==> config.mk <==
export PLATFORM = sky130hd
export DESIGN_NAME = sdh_cmd_issue
export DESIGN_NICKNAME = d
export VERILOG_FILES = /design/src/rtl/sdh_pkg.sv /design/src/rtl/sdh_desc_build.sv /design/src/rtl/sdh_idle_wait.sv /design/src/rtl/sdh_cmd_issue.sv
export SDC_FILE = /design/constraint.sdc
export NUM_CORES = 1
export LEC_CHECK = 0
export ABC_AREA = 1
export BUFFER_PORTS_ARGS = -buffer_cell sky130_fd_sc_hd__buf_2
export CORE_ASPECT_RATIO = 0.6
export CORE_MARGIN = 2
export CORE_UTILIZATION = 30
export DETAILED_ROUTE_END_ITERATION = 16
export PLACE_DENSITY = 0.56
export SYNTH_ARGS = -nofsm -noshare
export SYNTH_HDL_FRONTEND = slang
export SYNTH_SLANG_ARGS = --single-unit
==> constraint.sdc <==
create_clock -name clk -period 1.65 [get_ports clk]
set_clock_uncertainty 0.1 [all_clocks]
set_input_delay 0.0825 -clock clk [delete_from_list [all_inputs] [get_ports clk]]
set_output_delay 0.0825 -clock clk [all_outputs]
set_load 0.01 [all_outputs]
==> src/rtl/sdh_pkg.sv <==
// Package: shared encodings for the SD host command issue sequencer.
// Assumes a 32-bit register data path and a 3-bit register select.
package sdh_pkg;

    // Register select codes on the write port (issue order)
    localparam logic [2:0] SEL_IEN  = 3'd0;
    localparam logic [2:0] SEL_CLR  = 3'd1;
    localparam logic [2:0] SEL_ARG  = 3'd2;
    localparam logic [2:0] SEL_PLEN = 3'd3;
    localparam logic [2:0] SEL_ADDR = 3'd4;

    // Send word bit positions
    localparam int SB_RESP   = 6;
    localparam int SB_LONG   = 7;
    localparam int SB_NOCRC  = 8;
    localparam int SB_DATA   = 9;
    localparam int SB_WRITE  = 10;
    localparam int SB_R1B    = 11;
    localparam int SB_STOP   = 12;
    localparam int SB_PACKS  = 16;

    // Interrupt enable bit positions
    localparam int IB_RESP_OK   = 0;
    localparam int IB_XFER_OK   = 7;
    localparam int IB_DMA_DONE  = 8;
    localparam logic [31:0] IEN_ALWAYS = 32'h0000_007E;
    localparam logic [31:0] IRQ_ALL    = 32'h0000_01FF;

    localparam logic [5:0] OPC_STOP = 6'd12;
    localparam int         RST_W    = 6;

    typedef enum logic [3:0] {
        ST_IDLE, ST_IEN, ST_CLR, ST_ARG, ST_PLEN, ST_ADDR,
        ST_WAIT, ST_RST, ST_DMA, ST_SEND
    } seq_state_t;

endpackage

==> src/rtl/sdh_desc_build.sv <==
// Module: sdh_desc_build
// Builds the send word, interrupt-enable word and packet length from the
// request fields. Purely combinational; the caller registers the results.
// Assumes BLKCNT_W <= 16 so the packet count fits in bits [31:16].
module sdh_desc_build
    import sdh_pkg::*;
#(
    parameter int BLKCNT_W = 16,
    parameter int BLKSZ_W  = 10,
    parameter int MAX_BLK  = 512
) (
    input  logic [5:0]          opcode,
    input  logic                rsp_present,
    input  logic                rsp_long,
    input  logic                rsp_crc,
    input  logic                rsp_busy,
    input  logic                has_data,
    input  logic                is_write,
    input  logic [BLKCNT_W-1:0] blocks,
    input  logic [BLKSZ_W-1:0]  blksz,
    input  logic                flush_all,
    output logic [31:0]         send_word,
    output logic [31:0]         ien_word,
    output logic [31:0]         plen_word
);
    localparam int PLEN_W = $clog2(MAX_BLK);

    logic [BLKCNT_W-1:0] packs_m1;

    // Packet count minus one, only meaningful with data
    always_comb packs_m1 = has_data ? blocks - BLKCNT_W'(1) : '0;

    // Assemble the send word field by field
    always_comb begin
        send_word              = '0;
        send_word[5:0]         = opcode;
        send_word[SB_RESP]     = rsp_present;
        send_word[SB_LONG]     = rsp_long;
        send_word[SB_NOCRC]    = rsp_long | ~rsp_crc;
        send_word[SB_DATA]     = has_data;
        send_word[SB_WRITE]    = has_data & is_write;
        send_word[SB_R1B]      = rsp_busy;
        send_word[SB_STOP]     = (opcode == OPC_STOP);
        send_word[SB_PACKS +: BLKCNT_W] = packs_m1;
    end

    // Interrupt enables: fixed error set plus one completion source
    always_comb begin
        ien_word = IEN_ALWAYS;
        if (!has_data)
            ien_word[IB_RESP_OK] = 1'b1;
        else if (is_write || flush_all)
            ien_word[IB_DMA_DONE] = 1'b1;
        else
            ien_word[IB_XFER_OK] = 1'b1;
    end

    // Packet length: full-size blocks and no-data commands encode as zero
    always_comb begin
        plen_word = '0;
        if (has_data && (int'(blksz) < MAX_BLK))
            plen_word[PLEN_W-1:0] = blksz[PLEN_W-1:0];
    end

endmodule

==> src/rtl/sdh_idle_wait.sv <==
// Module: sdh_idle_wait
// Polls the command-engine busy flag while the sequencer is waiting.
// Reports idle as soon as the flag is low, or expiry after TIMEOUT_CYC
// consecutive busy cycles. Assumes 'active' stays high until done/expired.
module sdh_idle_wait #(
    parameter int TIMEOUT_CYC = 200
) (
    input  logic clk,
    input  logic rst_n,
    input  logic active,
    input  logic eng_busy,
    output logic done,
    output logic expired
);
    localparam int CNT_W = $clog2(TIMEOUT_CYC + 1);

    logic [CNT_W-1:0] cnt;

    // Count busy cycles while waiting; clear whenever not waiting
    always_ff @(posedge clk) begin
        if (!rst_n || !active)
            cnt <= '0;
        else if (eng_busy && (int'(cnt) < TIMEOUT_CYC - 1))
            cnt <= cnt + CNT_W'(1);
    end

    // Exit conditions of the wait
    always_comb begin
        done    = active & ~eng_busy;
        expired = active & eng_busy & (int'(cnt) == TIMEOUT_CYC - 1);
    end

    // counter starts from zero at each new wait
    a_r10_cnt_clear: assert property (@(posedge clk) disable iff (!rst_n)
        (active && !$past(active)) |-> (cnt == '0));

    // counter never passes its limit
    a_r10_cnt_bound: assert property (@(posedge clk) disable iff (!rst_n)
        int'(cnt) < TIMEOUT_CYC);

endmodule

==> src/rtl/sdh_cmd_issue.sv <==
// Module: sdh_cmd_issue (top)
// Accepts one command request, registers its descriptor and walks the
// issue sequence: interrupt enables, status clear, argument, packet
// length, address (data only), idle wait with timeout reset, DMA
// configure (data only), send. Assumes one request in flight at a time.
module sdh_cmd_issue
    import sdh_pkg::*;
#(
    parameter int BLKCNT_W    = 16,
    parameter int BLKSZ_W     = 10,
    parameter int MAX_BLK     = 512,
    parameter int TIMEOUT_CYC = 200
) (
    input  logic                clk,
    input  logic                rst_n,
    input  logic                flush_all_hw,
    input  logic                req_valid,
    output logic                req_ready,
    input  logic [5:0]          req_opcode,
    input  logic [31:0]         req_arg,
    input  logic                req_rsp_present,
    input  logic                req_rsp_long,
    input  logic                req_rsp_crc,
    input  logic                req_rsp_busy,
    input  logic                req_has_data,
    input  logic                req_write,
    input  logic [BLKCNT_W-1:0] req_blocks,
    input  logic [BLKSZ_W-1:0]  req_blksz,
    input  logic [31:0]         req_dma_addr,
    input  logic                eng_busy,
    output logic                reg_we,
    output logic [2:0]          reg_sel,
    output logic [31:0]         reg_wdata,
    output logic [RST_W-1:0]    soft_rst,
    output logic                dma_cfg_strobe,
    output logic                dma_cfg_write,
    output logic                send_strobe,
    output logic [31:0]         send_word
);
    seq_state_t state, state_nx;
    logic [31:0] b_send, b_ien, b_plen;
    logic [31:0] d_send, d_ien, d_plen, d_arg, d_addr;
    logic        d_data, d_write;
    logic        accept, wait_done, wait_exp;

    sdh_desc_build #(
        .BLKCNT_W(BLKCNT_W), .BLKSZ_W(BLKSZ_W), .MAX_BLK(MAX_BLK)
    ) build_i (
        .opcode(req_opcode), .rsp_present(req_rsp_present),
        .rsp_long(req_rsp_long), .rsp_crc(req_rsp_crc),
        .rsp_busy(req_rsp_busy), .has_data(req_has_data),
        .is_write(req_write), .blocks(req_blocks), .blksz(req_blksz),
        .flush_all(flush_all_hw), .send_word(b_send), .ien_word(b_ien),
        .plen_word(b_plen)
    );

    sdh_idle_wait #(.TIMEOUT_CYC(TIMEOUT_CYC)) wait_i (
        .clk(clk), .rst_n(rst_n), .active(state == ST_WAIT),
        .eng_busy(eng_busy), .done(wait_done), .expired(wait_exp)
    );

    // Handshake: only idle accepts
    always_comb begin
        req_ready = (state == ST_IDLE);
        accept    = req_valid & req_ready;
    end

    // Capture the built descriptor on acceptance
    always_ff @(posedge clk) begin
        if (!rst_n) begin
            d_send <= '0; d_ien <= '0; d_plen <= '0;
            d_arg <= '0; d_addr <= '0; d_data <= 1'b0; d_write <= 1'b0;
        end else if (accept) begin
            d_send  <= b_send;
            d_ien   <= b_ien;
            d_plen  <= b_plen;
            d_arg   <= req_arg;
            d_addr  <= req_dma_addr;
            d_data  <= req_has_data;
            d_write <= req_write;
        end
    end

    // Next-state logic of the issue sequence
    always_comb begin
        state_nx = state;
        unique case (state)
            ST_IDLE: if (accept) state_nx = ST_IEN;
            ST_IEN:  state_nx = ST_CLR;
            ST_CLR:  state_nx = ST_ARG;
            ST_ARG:  state_nx = ST_PLEN;
            ST_PLEN: state_nx = d_data ? ST_ADDR : ST_WAIT;
            ST_ADDR: state_nx = ST_WAIT;
            ST_WAIT: begin
                if (wait_done)     state_nx = d_data ? ST_DMA : ST_SEND;
                else if (wait_exp) state_nx = ST_RST;
            end
            ST_RST:  state_nx = d_data ? ST_DMA : ST_SEND;
            ST_DMA:  state_nx = ST_SEND;
            ST_SEND: state_nx = ST_IDLE;
            default: state_nx = ST_IDLE;
        endcase
    end

    // State register
    always_ff @(posedge clk) begin
        if (!rst_n) state <= ST_IDLE;
        else        state <= state_nx;
    end

    // Register-write port decode
    always_comb begin
        reg_we    = 1'b1;
        reg_sel   = SEL_IEN;
        reg_wdata = '0;
        unique case (state)
            ST_IEN:  begin reg_sel = SEL_IEN;  reg_wdata = d_ien;   end
            ST_CLR:  begin reg_sel = SEL_CLR;  reg_wdata = IRQ_ALL; end
            ST_ARG:  begin reg_sel = SEL_ARG;  reg_wdata = d_arg;   end
            ST_PLEN: begin reg_sel = SEL_PLEN; reg_wdata = d_plen;  end
            ST_ADDR: begin reg_sel = SEL_ADDR; reg_wdata = d_addr;  end
            default: reg_we = 1'b0;
        endcase
    end

    // Strobes for reset, DMA configure and send
    always_comb begin
        soft_rst       = (state == ST_RST) ? {RST_W{1'b1}} : '0;
        dma_cfg_strobe = (state == ST_DMA);
        dma_cfg_write  = (state == ST_DMA) & d_write;
        send_strobe    = (state == ST_SEND);
        send_word      = d_send;
    end

    // the interrupt-enable write follows acceptance directly
    a_r1_first_ien: assert property (@(posedge clk) disable iff (!rst_n)
        accept |=> (reg_we && reg_sel == SEL_IEN));

    // no acceptance while a sequence runs
    a_r11_busy_after_accept: assert property (@(posedge clk) disable iff (!rst_n)
        accept |=> !req_ready);

    // data commands configure DMA right before sending
    a_r2_dma_before_send: assert property (@(posedge clk) disable iff (!rst_n)
        (send_strobe && send_word[SB_DATA]) |-> $past(dma_cfg_strobe));

    // the send strobe lasts one cycle
    a_r3_send_single: assert property (@(posedge clk) disable iff (!rst_n)
        send_strobe |=> !send_strobe);

    // a long response never asks for CRC checking
    a_r4_long_nocrc: assert property (@(posedge clk) disable iff (!rst_n)
        (send_strobe && send_word[SB_LONG]) |-> send_word[SB_NOCRC]);

    // a soft reset is followed at once by the rest of the sequence
    a_r10_rst_then_go: assert property (@(posedge clk) disable iff (!rst_n)
        (soft_rst != '0) |=> (dma_cfg_strobe || send_strobe));

    // soft reset only after the engine was seen busy
    a_r10_rst_cause: assert property (@(posedge clk) disable iff (!rst_n)
        (soft_rst != '0) |-> $past(eng_busy));

endmodule

Word-level counts from Yosys, hierarchy flattened:

Index checks and enable logic that the tools add are counted.

* register bits after elaboration: 125
* latch bits: 0
* RAM bits: 0
* ROM bits: 0
* input bits: 107
* output and inout port bits: 78
* logic and storage cells: 60
* memories kept: 0

* $add $sub $neg: 2
* multiply operators: 0
* divide/modulo/power cells: 0
* order comparisons: 2
* equal/unequal tests: 13
* shift-type cells: 0
* muxes and demuxes: 16
* bitwise gates (word level): 9
* reduce and logical (&&, ||, !) cells: 9

Operators with widths (number)
* case mux 32 bit (5 select lines): 1
* case mux 4 bit (9 select lines): 1
* equality test 4 x 3 -> 1 bit, second input constant: 4
* 2-to-1 mux 16 bit: 1
* subtractor 16 x 1 -> 16 bit, second input constant: 1
* 2-to-1 mux 4 bit: 3
* case mux 3 bit (4 select lines): 1
* less-than comparator 10 bit, second input constant: 1
* 2-to-1 mux 9 bit: 1
* adder 8 x 1 -> 8 bit, second input constant: 1
* equality test 4 x 2 -> 1 bit, second input constant: 2
* equality test 4 bit, second input constant: 2
* equality test 8 x 7 -> 1 bit, second input constant: 1
* less-than comparator 8 bit, second input constant: 1
* bitwise AND 1 bit: 6
* equality test 6 x 4 -> 1 bit, second input constant: 1
* 2-to-1 mux 6 bit: 1
* 2-to-1 mux 1 bit: 5
* OR reduction 5 bit: 1
* equality test 4 x 1 -> 1 bit, second input constant: 1
* logical NOT 4 bit: 1
* 2-to-1 mux 2 bit: 2
* != test 3 bit, second input constant: 1
* logical AND 1 bit: 2
* other kinds (6): 9

Logic depth before layout (Yosys ltp):

Gate-level depths: netlist of run 1.

* depth in word-level cells: 6
* gate-level depth with buffers: 9
* mapped depth without buffers: 9

Cells and area by module:

Synthesis of run 1 repeated with hierarchy kept, for this count alone.

* cell total of the unflattened synthesis: 1193
* area total of the unflattened synthesis: 8587.0 um^2

Modules (own cells, without submodules)
* sdh_cmd_issue: times used 1, cells an instance 934, area an instance 7010.5 um^2
* sdh_desc_build: times used 1, cells an instance 187, area an instance 1098.6 um^2
* sdh_idle_wait: times used 1, cells an instance 72, area an instance 478.0 um^2

Worst setup path before layout of run 1:

No wires, ideal clock.

* path type: register to output
* from: reg state[0]
* to: out reg_wdata[10]
* arrival: 1281 ps
* slack: 187 ps
* stages on the path, launching flop included: 6
* path buffers: 1
* cells stage by stage: dfxtp_1 nand2_1 nor2_2 inv_2 buf_2 o22ai_1

* word-level cells in the longest chain between the ends: 2
* elaborated cells on any way between the ends: 6
* classes of those cells: eq/ne (5); mux (1)

Ends and longest elaborated chain
* start: declaration: RTL line sdh_cmd_issue.sv:40 `seq_state_t state, state_nx;`
* start signal: assignment: RTL line sdh_cmd_issue.sv:108 `else state <= state_nx;`
* equality test 4 x 3 -> 1 bit, or another cell as far along: RTL line sdh_cmd_issue.sv:116 `unique case (state)`
* case mux 32 bit (5 select lines) (*): RTL line sdh_cmd_issue.sv:116
* end: declaration: RTL line sdh_cmd_issue.sv:33 `output logic [31:0] reg_wdata,`

Mark *: on every way between the ends. The rest lies on a longest branch, timed or not.

Final worst setup path of run 1:

* from: reg state[0]
* to: out reg_wdata[31]

Same word-level chain as after synthesis.

==> results.yml, run 1 <==
floorplan:
  dieArea_um2: 18790
  num_io_pins: 185
  core_area_um2: 17220
  dieHeight_um: 107.0
  start_util_pct: 30.79
  fp.dieW_um: 175.6
  rows: 37
setup_path:
  cp_max_fo: 12
  cp-start-kind: "flop"
  cp.required_ns: 1.47
  end_kind: "primary output"
  worstPathArrival_ns: 1.65
  reg2reg_depth: 8
  critical_path_class: "reg -> out"
detailed_routing:
  drtPass1Iterations: 6
  avgViaCountPerCell: 4.551
  remaining_drc_errors: 0
  ant_nets: 0
  post_drt_wl_per_cell_um: 14.01
  vias: 5775
  finalWirelength_mm: 17.78
  initialDrtViolationCount: 347
clock_network:
  tritoncts: "done"
  cts_buffer_depth: 2
  numCtsBuffers: 17
  clock-root-buffer: "clkbuf_16"
  clkTransAtPathRegs_ns: 0.06
  cts_max_level: 4
  clk_latency_ns: 0.40
  cts_sinks: 119
yosys:
  synth_area_leaders: "dfxtp_1, a21oi_1, nand2_1"
  synth.ff_latch_count: 119
  syn_inst: 727
  postSynthAreaPerCell_um2: 7.294
  ys.flop_type: "dfxtp_1"
  synth_top_area_cell: "dfxtp_1"
  synth_area_um2: 5303
  netlist.area_leader.share_pct: 44.93
  synth.distinct_cells: 35
  yosysMostFrequentCell: "nand2_1"
  yosysWarnings: 0
  synthTopCellsByCount: "nand2_1, dfxtp_1, a21oi_1"
  synth_edf_count: 0
  synth_async_sr_flop_share_pct: 0
  seq_area_frac_synth_pct: 44.93
timing:
  final-setup-viol-count: 34
  rsz0062_at_grt: "true"
  finalHoldViolCount: 3
  timing.fmax_mhz: 547.0
  final_max_slew_viol_count: 0
  tns_ns: -5.123
  fin_crit_sh_pct: 110.8
  layout_min_cycle_time_ns: 1.828
  setup_ws_ns: -0.1780
  whs_ns: -0.03981
power:
  irDropWorstVdd_mv: 0.7562
  power_density_nw_per_um2: 1342
  p_leak_uw: 0.003808
place:
  hpwl_mm: 11.46
  gp_congestion: 0.8324
  placed_area_um2: 6511
  numPortBuffers: 181
  placedCellCount: 1123
  preCtsSetupSlack_ns: 0.07951
cells_and_area:
  area_delta_synth_final_pct: 66.35
  stdcell_count: 1269
  finish.instance_area_um2: 8821
  drive_gt1_share_pct: 32.33
  nNetsFinal: 1129
grt:
  grt_pass1_wl_mm: 28.37
  grt_pass1_vias: 5671
  antenna_found_initial: 2
  grt_max_degree: 58
  gr-total-overflow: 0
  track_usage_pct: 19.01
run_status:
  violations: "hold timing, setup timing"
  outcome: "finished, violations left"
worst_hold_path:
  worstHoldPathType: "in -> reg"
  min_path_cells: 4
flow_run:
  drv_cap: 0
## flip-flops by register name, indices dropped and copies added, names as in the netlist
signal      cells
d_addr         32
d_arg          32
d_ien           4
d_plen          9
d_write         1
send_word      29
state           4
wait_i.cnt      8
## worst max-delay path: stages, from the launching register on
cell and delay (ns):
dfxtp_4 0.38, buf_6 0.13, nand2_4 0.05, nor2_4 0.20
buf_6 0.17, inv_12 0.07, o22ai_4 0.12, buf_6 0.13
## area by class of cell
cell class                      count  area [um^2]
Clock buffer                       19        442.9
Timing Repair Buffer              318         2385
Multi-Input combinational cell    466         2709
Antenna cell                        2        5.005
Timing Repair inverter              1        16.27
Inverter                           97        382.9
Clock inverter                     13        195.2
Sequential cell                   119         2392
Tap cell                          234        292.8
Fill cell                        1667         8401
## where the power goes
| part | internal [uW] | switching [uW] |
|---|---|---|
| clock network | 2590 | 1390 |
| logic | 1690 | 2390 |
| registers | 3510 | 265 |
| total | 7790 | 4050 |
## metal layers
layer | wire length [um] | track usage (%) | part of all wire (%)
met3 | 1086 | 4.787 | 6.1
met1 | 8789 | 25.96 | 49
met5 | 0 | 0 | 0
met2 | 7693 | 29.58 | 43
met4 | 207 | 5.785 | 1.2
## cells by family after synthesis
kind of cell,Yosys count,share of synthesized area (%)
xor gates and xnor gates,8,1.321
and+or+nand+nor,238,19.00
other,1,0.07072
adders and majority gates,2,0.4718
buffers and inverters,144,11.96
AOI/OAI and AO/OA,215,22.25
DFF,119,44.93
## worst paths after layout
path                                            startpoint                         end  slack [ns]
worst max-delay path                 state[0]$_SDFFE_PN0P_               reg_wdata[31]       -0.18
worst min-delay path                          req_blksz[9]      d_plen[0]$_SDFFE_PN0P_       -0.04
worst max register to register       state[2]$_SDFFE_PN0P_  send_word[24]$_SDFFE_PN0P_        0.06
worst min register to register  wait_i.cnt[7]$_SDFFE_PP0P_  wait_i.cnt[7]$_SDFFE_PP0P_        0.35
## cell usage in the layout, fill, tap and decap left out, types with 7 or more instances in the layout
cell           instances
dfxtp_1              115
xor2_1                 7
nor3_1                 7
nand3_1               26
dlygate4sd3_1        102
nand2_2                7
nor2_1                40
buf_6                 20
clkbuf_16             17
o22ai_4                8
inv_2                 10
nand2_1              130
buf_2                169
a21oi_1              109
buf_4                 19
inv_1                 85
o22ai_2               16
o21ai_0               57
## what timing repair did
action	CTS	global route
endpoints found under the setup margin	43	70
gates resized for setup	68	61
gates cloned	2	0
hold endpoints to repair	104	0
setup buffers	5	3
pin swaps	4	14
hold buffers	102	0
## per-stage QoR
step                total power, uW  util [%]
CTS                           11570     49.35
global placement               6979     37.81
finish                        11840     51.22
global route                  12590     51.22
floorplan                      5822         -
detailed placement             7004     37.81
Note: power is estimated with default switching activity, not from simulation.
==> run 2, diff against run 1 <==
CAP_MARGIN = 40   (was not set)
clock period = 2.4 ns   (was 1.65 ns; I/O delays follow)
==> run 2 against run 1 <==
The run now ends clean. Sequential share of layout area increased by 2.6 points. Non-clock buffer count decreased by 24. Die area unchanged. First-iteration DRC count decreased by 18%. Via count decreased by 3.3%. Power decreased by 38%. Combinational power decreased by 46%. Sequential power decreased by 32%. Hold slack improved by 0.099 ns. Critical endpoint is now send_word[8]$_SDFFE_PN0P_. Largest power group is now clock.
==> results.yml, run 2 (synthesis results as in run 1) <==
run_status:
  outcome: "finished clean"
setup_path:
  rr_startpoint: "state[0]$_SDFFE_PN0P_"
  r2r-end: "send_word[8]$_SDFFE_PN0P_"
  reg2reg_depth: 8
  worstPathArrival_ns: 2.42
  cp_max_fo: 32
  end_kind: "flop"
  r2r_setup_slack_ns: 0.18
  cp-start-kind: "flop"
  crit_start: "state[0]$_SDFFE_PN0P_"
  critical_path_class: "reg -> reg"
  cp.required_ns: 2.59
cells_and_area:
  area_delta_synth_final_pct: 51.01
  drive_gt1_share_pct: 24.01
  diodes: 0
  final_cell_mix: "buf_2, nand2_1, dfxtp_1"
  nNetsFinal: 1104
  post-route-util_pct: 46.50
  mostFrequentLayoutCell: "buf_2"
clock_network:
  cts_sinks: 119
  tritoncts: "done"
  numCtsBuffers: 17
  cts_max_level: 4
  clk_latency_ns: 0.40
  cts_buffer_depth: 2
  clock-root-buffer: "clkbuf_16"
  clkTransAtPathRegs_ns: 0.06
floorplan:
  num_io_pins: 185
  dieHeight_um: 107.0
  dieArea_um2: 18790
  start_util_pct: 30.79
  core_area_um2: 17220
  fp.dieW_um: 175.6
  rows: 37
timing:
  final-setup-viol-count: 0
  fin_crit_sh_pct: 92.59
  finalHoldViolCount: 0
  slew_headroom_pct: 55.14
  tns_ns: 0
  final_max_slew_viol_count: 0
  timing.fmax_mhz: 450.0
  tightestPinTransition_ns: 0.6704
  whs_ns: 0.05888
  layout_min_cycle_time_ns: 2.222
  rsz0062_at_grt: "false"
  setup_ws_ns: 0.1778
place:
  gp_congestion: 0.7969
  preCtsSetupSlack_ns: 0.5506
  hpwl_mm: 11.16
  numPortBuffers: 181
detailed_routing:
  ant_nets: 0
  avgViaCountPerCell: 4.494
  initialDrtViolationCount: 285
  drtPass1Iterations: 4
  vias: 5582
  remaining_drc_errors: 0
  post_drt_wl_per_cell_um: 13.49
  finalWirelength_mm: 16.76
grt:
  grt_max_degree: 102
  track_usage_pct: 17.86
  gr-total-overflow: 0
  grt_pass1_vias: 5231
  grt_pass1_wl_mm: 26.79
  antenna_found_initial: 0
flow_run:
  drv_cap: 0
power:
  irDropWorstVdd_mv: 0.5198
  p_leak_uw: 0.003525
  power_density_nw_per_um2: 922.1
worst_hold_path:
  hp-start: "req_valid"
  min_path_cells: 5
  holdPathEnd: "state[0]$_SDFFE_PN0P_"
  worstHoldPathType: "in -> reg"
==> run 2: routing by layer <==
layer,GRT usage [%],part of all wire (%)
met1,25.47,52
met2,26.63,43
met3,4.787,4.7
met4,4.545,0.58
met5,0,0
==> run 2: power by group <==
part           internal, uW  switching, uW  leakage [uW]  total, uW
combinational           835           1380       0.00226       2210
clock                  1640            970      0.000287       2610
sequential             2400            155      0.000978       2560
==> run 2: critical path, cell delays in order (launching register included) <==
cell and delay [ns]:
dfxtp_2 0.35, nor2_2 0.20, nand2_2 0.10, inv_4 0.09, nand2_8 0.15, buf_4 0.30, nor2_1 0.17, a21oi_1 0.09
dlygate4sd3_1 0.55
==> run 2: final cells by class <==
class	instances	area (um^2)
clock buffer	18	429.2
multi-input combinational	466	2298
sequential	119	2384
fill	1752	9214
timing repair buffer	294	2062
tap	234	292.8
inverter	97	366.6
clock inverter	14	175.2
==> run 2: how the worst max path moves through the flow <==
stage / endpoint / depth (start not counted) / slack (ns)
floorplan: reg_wdata[10] / 5 / 0.90
global placement: reg_sel[0] / 7 / 0.55
detailed placement: reg_sel[0] / 7 / 0.55
CTS: send_word[8]$_SDFFE_PN0P_ / 9 / 0.08
global route: reg_wdata[3] / 7 / 0.02
finish: send_word[8]$_SDFFE_PN0P_ / 8 / 0.18
==> run 2: repair_timing <==
item,CTS,global route
hold buffers,103,0
resized for setup,0,6
buffers inserted,0,0
endpoints found under the setup margin,0,10
endpoints found under the hold margin,104,0
==> run 2: stage by stage <==
step | std cells | cell area (um^2) | total power (uW)
6_report | 1242 | 8008 | 7384
5_1_grt | 1242 | 8008 | 7849
4_1_cts | 1242 | 7989 | 7440
3_5_place_dp | 1107 | 6354 | 4652
3_3_place_gp | 1106 | 6334 | 4637
2_1_floorplan | 729 | 5310 | 4003
